--- src/rtl/frac_pwm_pkg.sv ---
package frac_pwm_pkg;
    localparam int REG_W         = 32;
    localparam int EN_BIT        = 31;
    localparam int UPD_BIT       = 30;
    localparam int BU_LSB        = 8;
    localparam int DIV_W         = 8;
    localparam int WIN_LG        = 10;
    localparam logic [DIV_W-1:0] DIV_ZERO = '0;
endpackage

--- src/rtl/frac_pwm_regdec.sv ---
module frac_pwm_regdec
    import frac_pwm_pkg::*;
#(
    parameter int NUM_CH = 4,
    parameter int ADDR_W = 12
) (
    input  logic [ADDR_W-1:0] addr,
    input  logic              wr_en,
    output logic [NUM_CH-1:0] rd_sel,
    output logic [NUM_CH-1:0] wr_sel
);
    localparam int SEL_W = ADDR_W - WIN_LG;

    logic              offset_ok;
    logic [SEL_W-1:0]  ch_idx;

    always_comb begin
        offset_ok = (addr[WIN_LG-1:0] == '0);
        ch_idx    = addr[ADDR_W-1:WIN_LG];
        for (int k = 0; k < NUM_CH; k++) begin
            rd_sel[k] = offset_ok && (ch_idx == SEL_W'(k));
            wr_sel[k] = rd_sel[k] && wr_en;
        end
    end
endmodule

--- src/rtl/frac_pwm_chan.sv ---
module frac_pwm_chan
    import frac_pwm_pkg::*;
#(
    parameter int BU_W = 16
) (
    input  logic               clk,
    input  logic               rst_n,
    input  logic               wr_stb,
    input  logic [REG_W-1:0]   wdata,
    output logic [REG_W-1:0]   rdata,
    output logic               pwm,
    output logic               en_o,
    output logic               upd_o,
    output logic               wrap_o,
    output logic [BU_W+DIV_W-1:0] stage_o
);
    typedef struct packed {
        logic             en;
        logic             upd;
        logic [BU_W-1:0]  bu_stg;
        logic [DIV_W-1:0] div_stg;
        logic [BU_W-1:0]  bu_act;
        logic [DIV_W-1:0] div_act;
        logic [BU_W-1:0]  acc;
    } chan_state_t;

    chan_state_t st_q, st_d;

    logic [BU_W:0]      sum_w;
    logic               wrap_w;
    logic               take_w;
    logic [DIV_W-1:0]   phase_top;

    always_comb begin
        st_d   = st_q;
        sum_w  = {1'b0, st_q.acc} + {1'b0, st_q.bu_act};
        wrap_w = st_q.en && sum_w[BU_W];
        take_w = st_q.upd && (wrap_w || !st_q.en);

        if (take_w) begin
            st_d.bu_act  = st_q.bu_stg;
            st_d.div_act = st_q.div_stg;
            st_d.upd     = 1'b0;
        end

        if (wr_stb) begin
            st_d.en = wdata[EN_BIT];
            if (!st_q.upd) begin
                st_d.bu_stg  = wdata[BU_LSB +: BU_W];
                st_d.div_stg = wdata[DIV_W-1:0];
            end
            if (wdata[UPD_BIT] && !take_w) begin
                st_d.upd = 1'b1;
            end
        end

        if (st_q.en && st_d.en) begin
            st_d.acc = sum_w[BU_W-1:0];
        end else begin
            st_d.acc = '0;
        end
    end

    always_ff @(posedge clk or negedge rst_n) begin
        if (!rst_n) begin
            st_q <= '0;
        end else begin
            st_q <= st_d;
        end
    end

    always_comb begin
        phase_top = st_q.acc[BU_W-1 -: DIV_W];
        pwm = st_q.en && ((st_q.div_act == DIV_ZERO) || (phase_top > st_q.div_act));
        rdata = '0;
        rdata[EN_BIT]            = st_q.en;
        rdata[UPD_BIT]           = st_q.upd;
        rdata[BU_LSB +: BU_W]    = st_q.bu_stg;
        rdata[DIV_W-1:0]         = st_q.div_stg;
        en_o    = st_q.en;
        upd_o   = st_q.upd;
        wrap_o  = wrap_w;
        stage_o = {st_q.bu_stg, st_q.div_stg};
    end
endmodule

--- src/rtl/frac_pwm.sv ---
module frac_pwm
    import frac_pwm_pkg::*;
#(
    parameter int NUM_CH = 4,
    parameter int BU_W   = 16,
    parameter int ADDR_W = 12
) (
    input  logic              clk,
    input  logic              rst_n,
    input  logic              reg_wr_en,
    input  logic [ADDR_W-1:0] reg_addr,
    input  logic [31:0]       reg_wdata,
    output logic [31:0]       reg_rdata,
    output logic [NUM_CH-1:0] pwm_out
);
    localparam int STAGE_W = BU_W + DIV_W;

    logic [NUM_CH-1:0]              rd_sel;
    logic [NUM_CH-1:0]              wr_sel;
    logic [NUM_CH-1:0][REG_W-1:0]   ch_rdata;
    logic [NUM_CH-1:0]              en_vec;
    logic [NUM_CH-1:0]              upd_vec;
    logic [NUM_CH-1:0]              wrap_vec;
    logic [NUM_CH-1:0][STAGE_W-1:0] stage_vec;

    frac_pwm_regdec #(
        .NUM_CH (NUM_CH),
        .ADDR_W (ADDR_W)
    ) u_dec (
        .addr   (reg_addr),
        .wr_en  (reg_wr_en),
        .rd_sel (rd_sel),
        .wr_sel (wr_sel)
    );

    for (genvar k = 0; k < NUM_CH; k++) begin : g_ch
        frac_pwm_chan #(
            .BU_W (BU_W)
        ) u_chan (
            .clk     (clk),
            .rst_n   (rst_n),
            .wr_stb  (wr_sel[k]),
            .wdata   (reg_wdata),
            .rdata   (ch_rdata[k]),
            .pwm     (pwm_out[k]),
            .en_o    (en_vec[k]),
            .upd_o   (upd_vec[k]),
            .wrap_o  (wrap_vec[k]),
            .stage_o (stage_vec[k])
        );
    end

    always_comb begin
        reg_rdata = '0;
        for (int k = 0; k < NUM_CH; k++) begin
            if (rd_sel[k]) begin
                reg_rdata = reg_rdata | ch_rdata[k];
            end
        end
    end
endmodule

--- config.mk ---
export PLATFORM = sky130hd
export DESIGN_NAME = frac_pwm
export DESIGN_NICKNAME = d
export VERILOG_FILES = /design/src/rtl/frac_pwm_pkg.sv /design/src/rtl/frac_pwm_regdec.sv /design/src/rtl/frac_pwm_chan.sv /design/src/rtl/frac_pwm.sv
export SDC_FILE = /design/constraint.sdc
export NUM_CORES = 1
export LEC_CHECK = 0
export BUFFER_PORTS_ARGS = -buffer_cell sky130_fd_sc_hd__buf_4
export CORE_MARGIN = 2
export CORE_UTILIZATION = 35
export CTS_BUF_LIST = sky130_fd_sc_hd__clkbuf_4 sky130_fd_sc_hd__clkbuf_8 sky130_fd_sc_hd__clkbuf_16
export DETAILED_ROUTE_END_ITERATION = 10
export PLACE_DENSITY = 0.48
export SLEW_MARGIN = 10
export SYNTH_ARGS = -nofsm -noshare
export SYNTH_HDL_FRONTEND = slang
export SYNTH_SLANG_ARGS = --single-unit
--- constraint.sdc ---
create_clock -name clk -period 2.7 [get_ports clk]
set_input_delay 0.135 -clock clk [delete_from_list [all_inputs] [get_ports clk]]
set_output_delay 0.135 -clock clk [all_outputs]
set_load 0.01 [all_outputs]
[Yosys cells after proc, flatten, opt, wreduce, memory -nomap -nowiden]
Index checks and enable logic that the tools add are counted.
Widths: inputs -> output; s select.
Storage, ports and cells
  flip-flop bits (word level): 264
  input port bits: 47
  output and inout port bits: 36
  word-level logic and storage cells: 124
Cells by class
  add/subtract/negate cells: 4
  order comparisons: 4
  equality and inequality tests: 3
  muxes and demuxes: 24
  bitwise logic cells: 7
  reductions and logical operators: 54
Operator list (number)
  $mux 32: 4
  $mux 26: 4
  $mux 24: 4
  $or 32x32->32: 3
  $add 16x16->17: 4
  $mux 16: 4
  $gt 8x8->1: 4
  $logic_not 8->1: 4
  $logic_and 1x1->1: 28
  $logic_not 10->1: 1
  $logic_not 1->1: 8
  $logic_or 1x1->1: 8
  $mux 1: 8
  $reduce_and 2->1: 4
  $eq 2x2->1 const B: 2
  $not 1->1: 4
  $eq 2x1->1 const B: 1
  $logic_not 2->1: 1

[Longest topological paths before layout]
Gate-level depths: netlist of the first run.
  depth in word-level cells: 10
  depth in mapped cells: 12
  depth with buffers taken out: 10

[Hierarchy]
From an unflattened synthesis of the first run, not the netlist that was laid out.
Second synthesis, totals
  cell total of the unflattened synthesis: 1659
  area, all modules: 16767.3 µm²
By module, submodules not included
  frac_pwm_chan at g_ch[2].u_chan ...: times used 2, cells an instance 392, area each 3971.3 µm², seq. area each 1651.6 µm²
  frac_pwm_chan at g_ch[1].u_chan: times used 1, cells an instance 389, area each 3973.8 µm², seq. area each 1651.6 µm²
  frac_pwm_chan at g_ch[0].u_chan: times used 1, cells an instance 356, area each 3956.3 µm², seq. area each 1651.6 µm²
  frac_pwm: times used 1, cells an instance 108, area each 698.2 µm², seq. area each 0.0 µm²
  frac_pwm_regdec: times used 1, cells an instance 22, area each 196.4 µm², seq. area each 0.0 µm²

[Least setup slack after synthesis of the first run]
Ideal clock, no wire load.
  path kind: reg2reg
  start point: register g_ch[3].u_chan.st_q[7] (netlist bit)
  end point: register g_ch[3].u_chan.st_q[28] (netlist bit)
  setup time: 0.125 ns
  data arrival time: 2.377 ns
  data required time: 2.575 ns
  slack: 0.199 ns
  stages on the path, launching flop included: 9
  path buffers: 1
  clock period less this slack: 2.501 ns
  cells stage by stage: dfrtp_1 ha_1 a21o_1 or3_4 o2111ai_2 a21oi_2 o31ai_4 buf_6 mux2_2
On the way
  longest elaborated chain between the ends: 4
RTL lines
  start: declaration: RTL line frac_pwm_chan.sv:27  | chan_state_t st_q, st_d;
  start signal: assignment: RTL line frac_pwm_chan.sv:68  | st_q <= st_d;
  $add 16x16->17: RTL line frac_pwm_chan.sv:36  | sum_w = {1'b0, st_q.acc} + {1'b0, st_q.bu_act};
  $logic_and 1x1->1: RTL line frac_pwm_chan.sv:37  | wrap_w = st_q.en && sum_w[BU_W];
  $logic_or 1x1->1: RTL line frac_pwm_chan.sv:38  | take_w = st_q.upd && (wrap_w || !st_q.en);
  $logic_and 1x1->1: RTL line frac_pwm_chan.sv:38
Every way passes these cells.
A chain may end at the register's enable or synchronous reset.

[Worst setup path after layout of the first run]
  start point: register g_ch[3].u_chan.st_q[31] (netlist bit)
  end point: register g_ch[3].u_chan.st_q[21] (netlist bit)
Same word-level chain as after synthesis.

==> results by stage, run 1 <==
Worst setup path:
- STA puts the critical path data required time at 3.13 ns.
- The endpoint of the lowest-slack register-to-register path is g_ch[3].u_chan.st_q[21].
- The worst setup path is captured at a register.
- The launch point of the worst reg-to-reg path is g_ch[3].u_chan.st_q[31].
- The critical path data arrival time is 2.98 ns.
- The highest-delay cell along the critical path is sky130_fd_sc_hd__dfrtp_1.
- Traced cell by cell, the critical path runs through ha_1, a21o_1, or3_4, o2111ai_2, a21oi_2, o31ai_4, buf_6, mux2_2.
- The critical path runs through a total of 8 cells.
- The beginning of the critical path is g_ch[3].u_chan.st_q[31].
- The sort of element at the start of the critical path is a register.
- Along the worst path, the maximum fanout reaches 9.
- For flop-to-flop paths, the worst setup slack is 0.15 ns.
- The worst register-to-register path has a depth of 8.
- The critical path in this run is classified as register to register.
- On the critical path the largest part of the delay comes from compound AO/OA/AOI/OAI gates.
- The delay of the slowest critical-path stage is 0.39 ns.
- The buffering stage count on the worst path with inverters included is 1.
- The endpoint of the most critical setup path is g_ch[3].u_chan.st_q[21].

Detailed routing:
- The count of nets left with antenna violations once routing finished came out at 0.
- The total via count in the routed design is 9545.
- After the first detailed-routing iteration, the DRC count stood at 318.
- The final wirelength is 34700 um.
- The pre-antenna-repair detailed-routing pass consisted of 4 iterations.
- The remaining routing DRC violations is 0.
- The detail-routed net length per standard cell is roughly 18 um.
- The detail-routed via count per cell is 5.07.

Power and ir drop:
- Of the total power, combinational logic draws 0.030.
- In this run the power spent charging and discharging nets is 1.86 mW.
- The power after layout is 8.65 mW.
- The worst IR drop on VDD is 0.339 mV.
- The total power density per cell area is 513 nW/um2.
- Cell internal power was estimated by the tool at 6.79 mW.
- For this design the static power due to leakage is 8.11 nW.
- The share of total power dissipated in the clock network is 0.510.
- Of the total power, the share spent switching nets is 0.215.
- The share of total power dissipated in sequential elements is 0.459.

Layout:
- The signed area change from the synthesized netlist to the final layout is 20.1%.
- The share of layout cells above drive strength 1 is 0.295.
- The area occupied by registers is 6610 um2.
- The number of antenna diodes is 0.
- The total non-filler cell area in the finished layout is between 15000 and 20000 um2.
- In the final layout, the multi-input gates occupy 6990 um2.
- Excluding fillers, the count of instances in the completed layout stands at about 1900.
- The utilization after layout is 0.425.
- After filler insertion, the fill cell instance count of the layout stands at 3808.
- The post-layout net count is roughly 1500.

Clock network:
- CTS placed an instance of sky130_fd_sc_hd__clkbuf_16 at the clock tree root.
- CTS saw roughly 260 sinks.
- For the worst-skew pair, the clock arrives at the later sink with an insertion delay of ~0.56 ns.
- Buffers inserted during clock tree synthesis total 31.
- CTS built an H-tree with a depth of 1.
- The TritonCTS clock tree is yes.
- After clock tree synthesis, the clock-pin slew on the worst setup and hold paths is 0.06 ns.
- The buffer depth of the longest clock path is 3.

Floorplan:
- 83 I/O pins were placed.
- The floorplan has 73 rows.
- The floorplan step set the die width to 204 um.
- From bottom edge to top edge, the die measures 204 um.
- For this configuration, the core starts out at a cell density of 0.354.
- The die area is 41700 um2.
- The area inside the core boundary is 39600 um2.

STA:
- The worst-case clock skew is 0.0120 ns.
- The final setup violation count is 0.
- For the pin with the worst max-slew slack, the measured transition is 0.658 ns.
- The number of pins exceeding their max-slew limit in the final report came to 0.
- The clock period could shrink to 2.55 ns.
- Setup repair after global routing left no endpoint under its margin.
- Headroom to the max-slew limit came out at 0.556.
- The ratio of final minimum period to clock period is 0.944.
- Across all setup checks in the final design, the least slack found is between 0.15 and 0.2 ns.
- The maximum clock frequency is 392 MHz.
- The final hold violation count is 0.
- The worst hold-check slack is 0.104 ns.
- The total negative setup slack is 0 ns.

GRT:
- Entering global routing, the biggest net connects 67 pins.
- The wire length of the first global-routing pass is 55400 um.
- The number of antenna violations at the first check in global routing is 0.
- The overall routing resource usage is 0.170.
- The number of global-route vias before repair was 9648.
- The leftover overflow at the end of global routing is 0.

Synth:
- The count of unique library cells instantiated by Yosys is 64.
- The number of synthesized register bits is between 200 and 300.
- The sequential-to-total area share from yosys stat is 0.471.
- The average instance in the mapped netlist occupies 11.8 um2.
- In this run, synthesis inferred 0 flip-flops with an integrated enable.
- Among all cell types in the netlist, the one instantiated most often is sky130_fd_sc_hd__dfrtp_1.
- The synthesized netlist occupies a cell area of 14000 um2.
- In the synthesized netlist the async set-or-reset flop fraction comes to 1.00.
- By area the synthesized netlist is led by sky130_fd_sc_hd__dfrtp_1 (47%), sky130_fd_sc_hd__mux2_2 (14%), sky130_fd_sc_hd__ha_1 (8.6%).
- The cell type with the highest aggregate area in the netlist is sky130_fd_sc_hd__dfrtp_1.
- Of the post-synthesis cell area, the dominant cell type holds 0.471.
- The number of warnings reported in the yosys synthesis log is 0.
- The gate count of the mapped netlist is between 1000 and 1500.
- After synthesis, the most frequently instantiated cells are sky130_fd_sc_hd__dfrtp_1 (264), sky130_fd_sc_hd__mux2_2 (179), sky130_fd_sc_hd__ha_1 (96), sky130_fd_sc_hd__nor2_1 (71), sky130_fd_sc_hd__o21ai_0 (64).
- Among all flip-flop cells after synthesis, the most frequent one is sky130_fd_sc_hd__dfrtp_1.

Placed design:
- The placer congestion estimate is between 0.8 and 0.9.
- The cell area after placement is 15400 um2.
- Once detailed placement completed, the half-perimeter wirelength came to between 20000 and 30000 um.
- After detailed placement, the design holds a cell count of ~1800.
- The worst setup timing slack at the placement stage is 0.0481 ns.
- The number of buffers added on ports is 70.

Run status:
- The flow ran to the end, and the final reports show no timing, DRC or antenna violations.

Worst hold path:
- The tightest min-delay check is of the primary input to async pin type.

Flow run:
- The number of max-cap violations is 0.
## worst min path at each step
stage	end	slack [ns]	cells past startpoint
after CTS	g_ch[0].u_chan.st_q[21]	0.12	2
after global placement	g_ch[0].u_chan.st_q[23]	0.11	1
after global routing	g_ch[0].u_chan.st_q[21]	0.13	2
after detailed placement	g_ch[0].u_chan.st_q[21]	0.11	1
final	g_ch[0].u_chan.st_q[21]	0.10	2
after floorplan	g_ch[0].u_chan.en_o	-0.16	0
## state kept, by name (all words and copies together), names as in the netlist
| register | count |
|---|---|
| g_ch.u_chan.upd_o | 4 |
| g_ch.u_chan.en_o | 4 |
| g_ch.u_chan.phase_top | 32 |
| g_ch.u_chan.st_q | 128 |
| g_ch.u_chan.rdata | 96 |
## kinds of logic (layout without fill, tap and decap cells)
logic type               Yosys count  in the layout  share of synthesized area
buffers and inverters            104            262                     0.0361
AO/OA/AOI/OAI                    209            209                     0.0963
flip-flops                       264            264                      0.471
AND/OR/NAND/NOR                  277            277                     0.0989
adder cells (fa/ha/maj)          100            100                     0.0913
other                              1              6                   0.000267
XOR/XNOR                          32             32                     0.0200
multiplexers                     206            206                      0.186
## power by group through the flow
stage	combinational [mW]	sequential, mW	clock [mW]
2_1_floorplan	0.0614	4.04	0
3_3_place_gp	0.240	4.04	0
3_5_place_dp	0.240	4.04	0
4_1_cts	0.274	3.97	4.53
5_1_grt	0.295	3.97	4.72
6_report	0.263	3.97	4.41
## area by class of cell
type / count / area share
multi-input cells: 830 / 0.415
well taps: 525 / 0.0390
clock buffers: 39 / 0.0511
inverters: 63 / 0.0140
clock inverters: 17 / 0.0128
repair buffers: 143 / 0.0757
flip-flops and latches: 264 / 0.392
## layer usage
layer | wire, um | vias to the layer above | part of all wire | global-route usage
li1 | - | 4593 | - | -
met2 | 15700 | 106 | 0.45 | 0.268
met5 | 0 | - | 0 | 0
met3 | 928 | 34 | 0.027 | 0.0215
met1 | 17500 | 4812 | 0.50 | 0.250
met4 | 592 | 0 | 0.017 | 0.0365
## what timing repair did
action / in CTS / in global routing
hold endpoints to repair: 317 / 0
setup endpoints to repair: 0 / 58
gates resized for setup: 0 / 13
setup buffers: 0 / 1
hold buffers: 28 / 0
## placed cells by master, fill, tap and decap left out, types with 8 or more instances in the layout
cell type | synthesis | layout
sky130_fd_sc_hd__o21ai_0 | 64 | 63
sky130_fd_sc_hd__a31oi_1 | 8 | 8
sky130_fd_sc_hd__buf_12 | 0 | 9
sky130_fd_sc_hd__nand4_1 | 10 | 10
sky130_fd_sc_hd__nor3_1 | 30 | 30
sky130_fd_sc_hd__nor2b_1 | 47 | 44
sky130_fd_sc_hd__clkinv_2 | 0 | 10
sky130_fd_sc_hd__a211oi_1 | 12 | 10
sky130_fd_sc_hd__mux2_2 | 179 | 179
sky130_fd_sc_hd__clkbuf_16 | 0 | 31
sky130_fd_sc_hd__inv_1 | 63 | 63
sky130_fd_sc_hd__nor2_1 | 71 | 71
sky130_fd_sc_hd__nand3_1 | 12 | 11
sky130_fd_sc_hd__xor2_1 | 17 | 17
sky130_fd_sc_hd__mux4_2 | 26 | 26
sky130_fd_sc_hd__nor4_1 | 11 | 11
sky130_fd_sc_hd__xnor2_1 | 15 | 15
sky130_fd_sc_hd__dlygate4sd3_1 | 0 | 28
sky130_fd_sc_hd__a21o_1 | 24 | 24
sky130_fd_sc_hd__a21oi_1 | 44 | 44
sky130_fd_sc_hd__nand2_1 | 56 | 56
sky130_fd_sc_hd__buf_4 | 18 | 102
sky130_fd_sc_hd__nand2b_1 | 10 | 10
sky130_fd_sc_hd__o21a_1 | 12 | 12
sky130_fd_sc_hd__ha_1 | 96 | 96
sky130_fd_sc_hd__dfrtp_1 | 264 | 264
Note: power is estimated with default switching activity, not from simulation.
==> inputs of run 2 (changes only) <==
Settings changed: CTS_CLUSTER_DIAMETER set to 80, RECOVER_POWER set to 25.
==> results by stage, run 2 (synthesis results as in run 1) <==
Detailed routing:
- The total via count in the routed design is 9542.
- In the routed layout, each cell is associated on average with a via count of 5.07.
- The number of detailed-route iterations in the first pass is 4.
- The routed design has 34700 um of wire.
- The detail-routed net length per standard cell is 18.4 um.
- In the routed design, unresolved DRC markers number 0.
- The residual antenna-violating net count after detailed routing is 0.
- The first routing iteration left 318 violations.

Worst setup path:
- In this run the critical register-to-register path is launched from g_ch[3].u_chan.st_q[31].
- Counting cells, the worst reg-to-reg path comes to 8.
- The maximum fanout count along the critical path is 9.
- For this run, the slowest stage of the critical path takes 0.39 ns.
- STA classifies the critical path startpoint as a register.
- Walking the worst path, the cells encountered are ha_1, a21o_1, or3_4, o2111ai_2, a21oi_2, o31ai_4, buf_6, mux2_2.
- The worst register-to-register path has a setup slack of 0.15 ns.
- The endpoint of the lowest-slack register-to-register path is g_ch[3].u_chan.st_q[21].
- Among all stages on the critical path, the largest delay is contributed by sky130_fd_sc_hd__dfrtp_1.
- The kind of critical path is register to register.
- Data on the critical path is required at its endpoint by between 3 and 4 ns.
- The critical path data arrival time is 2.98 ns.
- The type of element capturing the critical path is a register.

Layout:
- Counting flops per register, the top entry is g_ch.u_chan.st_q.
- At the end of the flow the core is filled with cells to 0.424.
- The signed area change from the synthesized netlist to the final layout is 19.9%.
- Leaving out filler cells and counting taps, the final layout contains 1881.
- The share of layout cells above drive strength 1 is 0.295.
- The library cells used most frequently in the layout, excluding fill and tap cells, are sky130_fd_sc_hd__dfrtp_1 (264), sky130_fd_sc_hd__mux2_2 (179), sky130_fd_sc_hd__buf_4 (102).
- For this run, the post-layout net count is 1480.
- The flip-flop count of the largest register, all copies and words added is between 100 and 150.
- The number of antenna diodes is 0.
- The library cell used most frequently in the layout, excluding fill and tap cells, is sky130_fd_sc_hd__dfrtp_1.

GRT:
- For this run, global-route usage on met3 was measured as 0.0215.
- The number of global-route vias before repair is around 9600.
- Across every metal layer, demand over resource in global routing totals 0.170.
- The layer flagged by global routing as most heavily used is met2.
- After global routing the overflow that remains totals 0.
- The pin count of the biggest net entering global routing is 67.
- The met2 track utilization from global routing is 0.268.
- The wire length of the first global-routing pass is between 50000 and 60000 um.
- The number of antenna violations at the first check in global routing is 0.
- For met1 alone, demand over resource in global routing was 0.250.

Placed design:
- The number of buffers added on ports is 70.
- The half-perimeter wire length of the detailed placement result is 26100 um.
- The worst setup timing slack at the placement stage is 0.0481 ns.
- Routability-driven placement finished with a final weighted congestion of 0.810.
- The total instance count after detailed placement is 1796.

STA:
- On the final layout, the worst hold slack is 0.244 ns.
- After layout, the minimum clock period comes to roughly 2.5 ns.
- The total negative setup slack is 0 ns.
- The maximum clock frequency is slightly below 400 MHz.
- The worst path meets setup with 0.150 ns of slack.
- The number of pins exceeding their max-slew limit in the final report was 57.
- The transition at the pin with the smallest max-transition slack is 1.57 ns.
- The worst-case headroom to the max-slew limit is -0.0450.
- The final setup violation count is 0.
- The worst-case clock skew is between 0.01 and 0.015 ns.
- Setup repair after global routing left no endpoint under its margin.
- The final hold violation count came to 0.
- The ratio of final minimum period to clock period is 0.944.

Floorplan:
- The number of core rows is 73.
- During I/O placement, the number of pins put on the boundary was between 80 and 90.
- The area inside the core boundary is 39600 um2.
- The die area is between 40000 and 50000 um2.
- From bottom edge to top edge, the die measures 204 um.
- The horizontal extent of the die is 204 um.
- The initial utilization of the core area, before any placement, comes to 0.354.

Flow run:
- The number of max-cap violations is 1.

Worst hold path:
- The start point of the worst min-delay path is reg_addr[10].
- The class of the tightest hold or removal check is primary input to register.
- The sink of the worst hold path is g_ch[1].u_chan.upd_o.
- The worst hold path passes through 3 cells.

Power and ir drop:
- For this design the ratio of total power to cell area is 514 nW/um2.
- The worst IR drop on VDD is 0.339 mV.
- The static leakage is 8.11 nW.

Clock network:
- The clock root buffer master is sky130_fd_sc_hd__clkbuf_16.
- The clock-pin slew on the worst setup and hold paths is about 0.06 ns.
- The clock passes through at most 3 buffers.
- TritonCTS created 31 clock buffers.
- The TritonCTS clock tree is yes.
- The total clock sinks is 264.
- The CTS H-tree depth is 1.
- Clock latency on the worst-skew pair, taken at its later pin, is 0.56 ns.

Run status:
- The run finished, with violations left.
- The checks that failed: capacitance limit, slew limit.
run 2: repair_timing:
action                                 CTS  global route
buffers inserted                         0             1
setup endpoints to repair                0            58
hold buffers                            28             0
gates resized for setup                  0            13
endpoints found under the hold margin  317             0
run 2: per-stage QoR:
stage | cell area [um2] | total power, mW
detailed placement | 15400 | 4.28
global placement | 15400 | 4.28
CTS | 16800 | 8.78
finish | 16800 | 8.65
floorplan | 14000 | 4.10
global route | 16800 | 8.98
run 2: area by class of cell:
class	count	area, um2
clock buffer	39	861
clock inverter	17	215
fill	3811	22800
inverter	63	236
multi-input combinational	830	6990
sequential	264	6610
tap	525	657
timing repair buffer	143	1250
run 2: worst max-delay path by stage:
stage | depth (start not counted) | startpoint | slack, ns | end
3_5_place_dp | 11 | g_ch[3].u_chan.st_q[24] | 0.05 | g_ch[3].u_chan.st_q[19]
3_3_place_gp | 9 | g_ch[0].u_chan.st_q[1] | 0.04 | g_ch[0].u_chan.phase_top[7]
4_1_cts | 9 | g_ch[0].u_chan.st_q[1] | 0.006 | g_ch[0].u_chan.phase_top[7]
6_report | 8 | g_ch[3].u_chan.st_q[31] | 0.15 | g_ch[3].u_chan.st_q[21]
5_1_grt | 10 | g_ch[1].u_chan.st_q[24] | 0.001 | g_ch[1].u_chan.st_q[30]
2_1_floorplan | 8 | g_ch[3].u_chan.st_q[7] | 0.20 | g_ch[3].u_chan.st_q[28]
run 2: worst max-delay path, delay by kind of cell, from the launching register on:
| kind | cells | cell delay, ns |
|---|---|---|
| flops | 1 | 0.39 |
| buf+inv | 1 | 0.20 |
| mux | 1 | 0.34 |
| fa+ha+maj | 1 | 0.29 |
| simple gates | 1 | 0.34 |
| compound gates | 4 | 0.85 |
run 2: layer usage:
metal  routed length, um  up-vias
met5                   0        -
met4                 592        0
met3                 928       34
met2               15700      106
met1               17500     4809
li1                    -     4593
run 2: power by group:
group | total, mW | internal, mW | leakage [nW] | switching [mW]
combinational | 0.259 | 0.102 | 3.88 | 0.157
clock | 4.41 | 2.72 | 0.539 | 1.70
sequential | 3.97 | 3.96 | 3.69 | 0.00811
total | 8.65 | 6.78 | 8.11 | 1.86
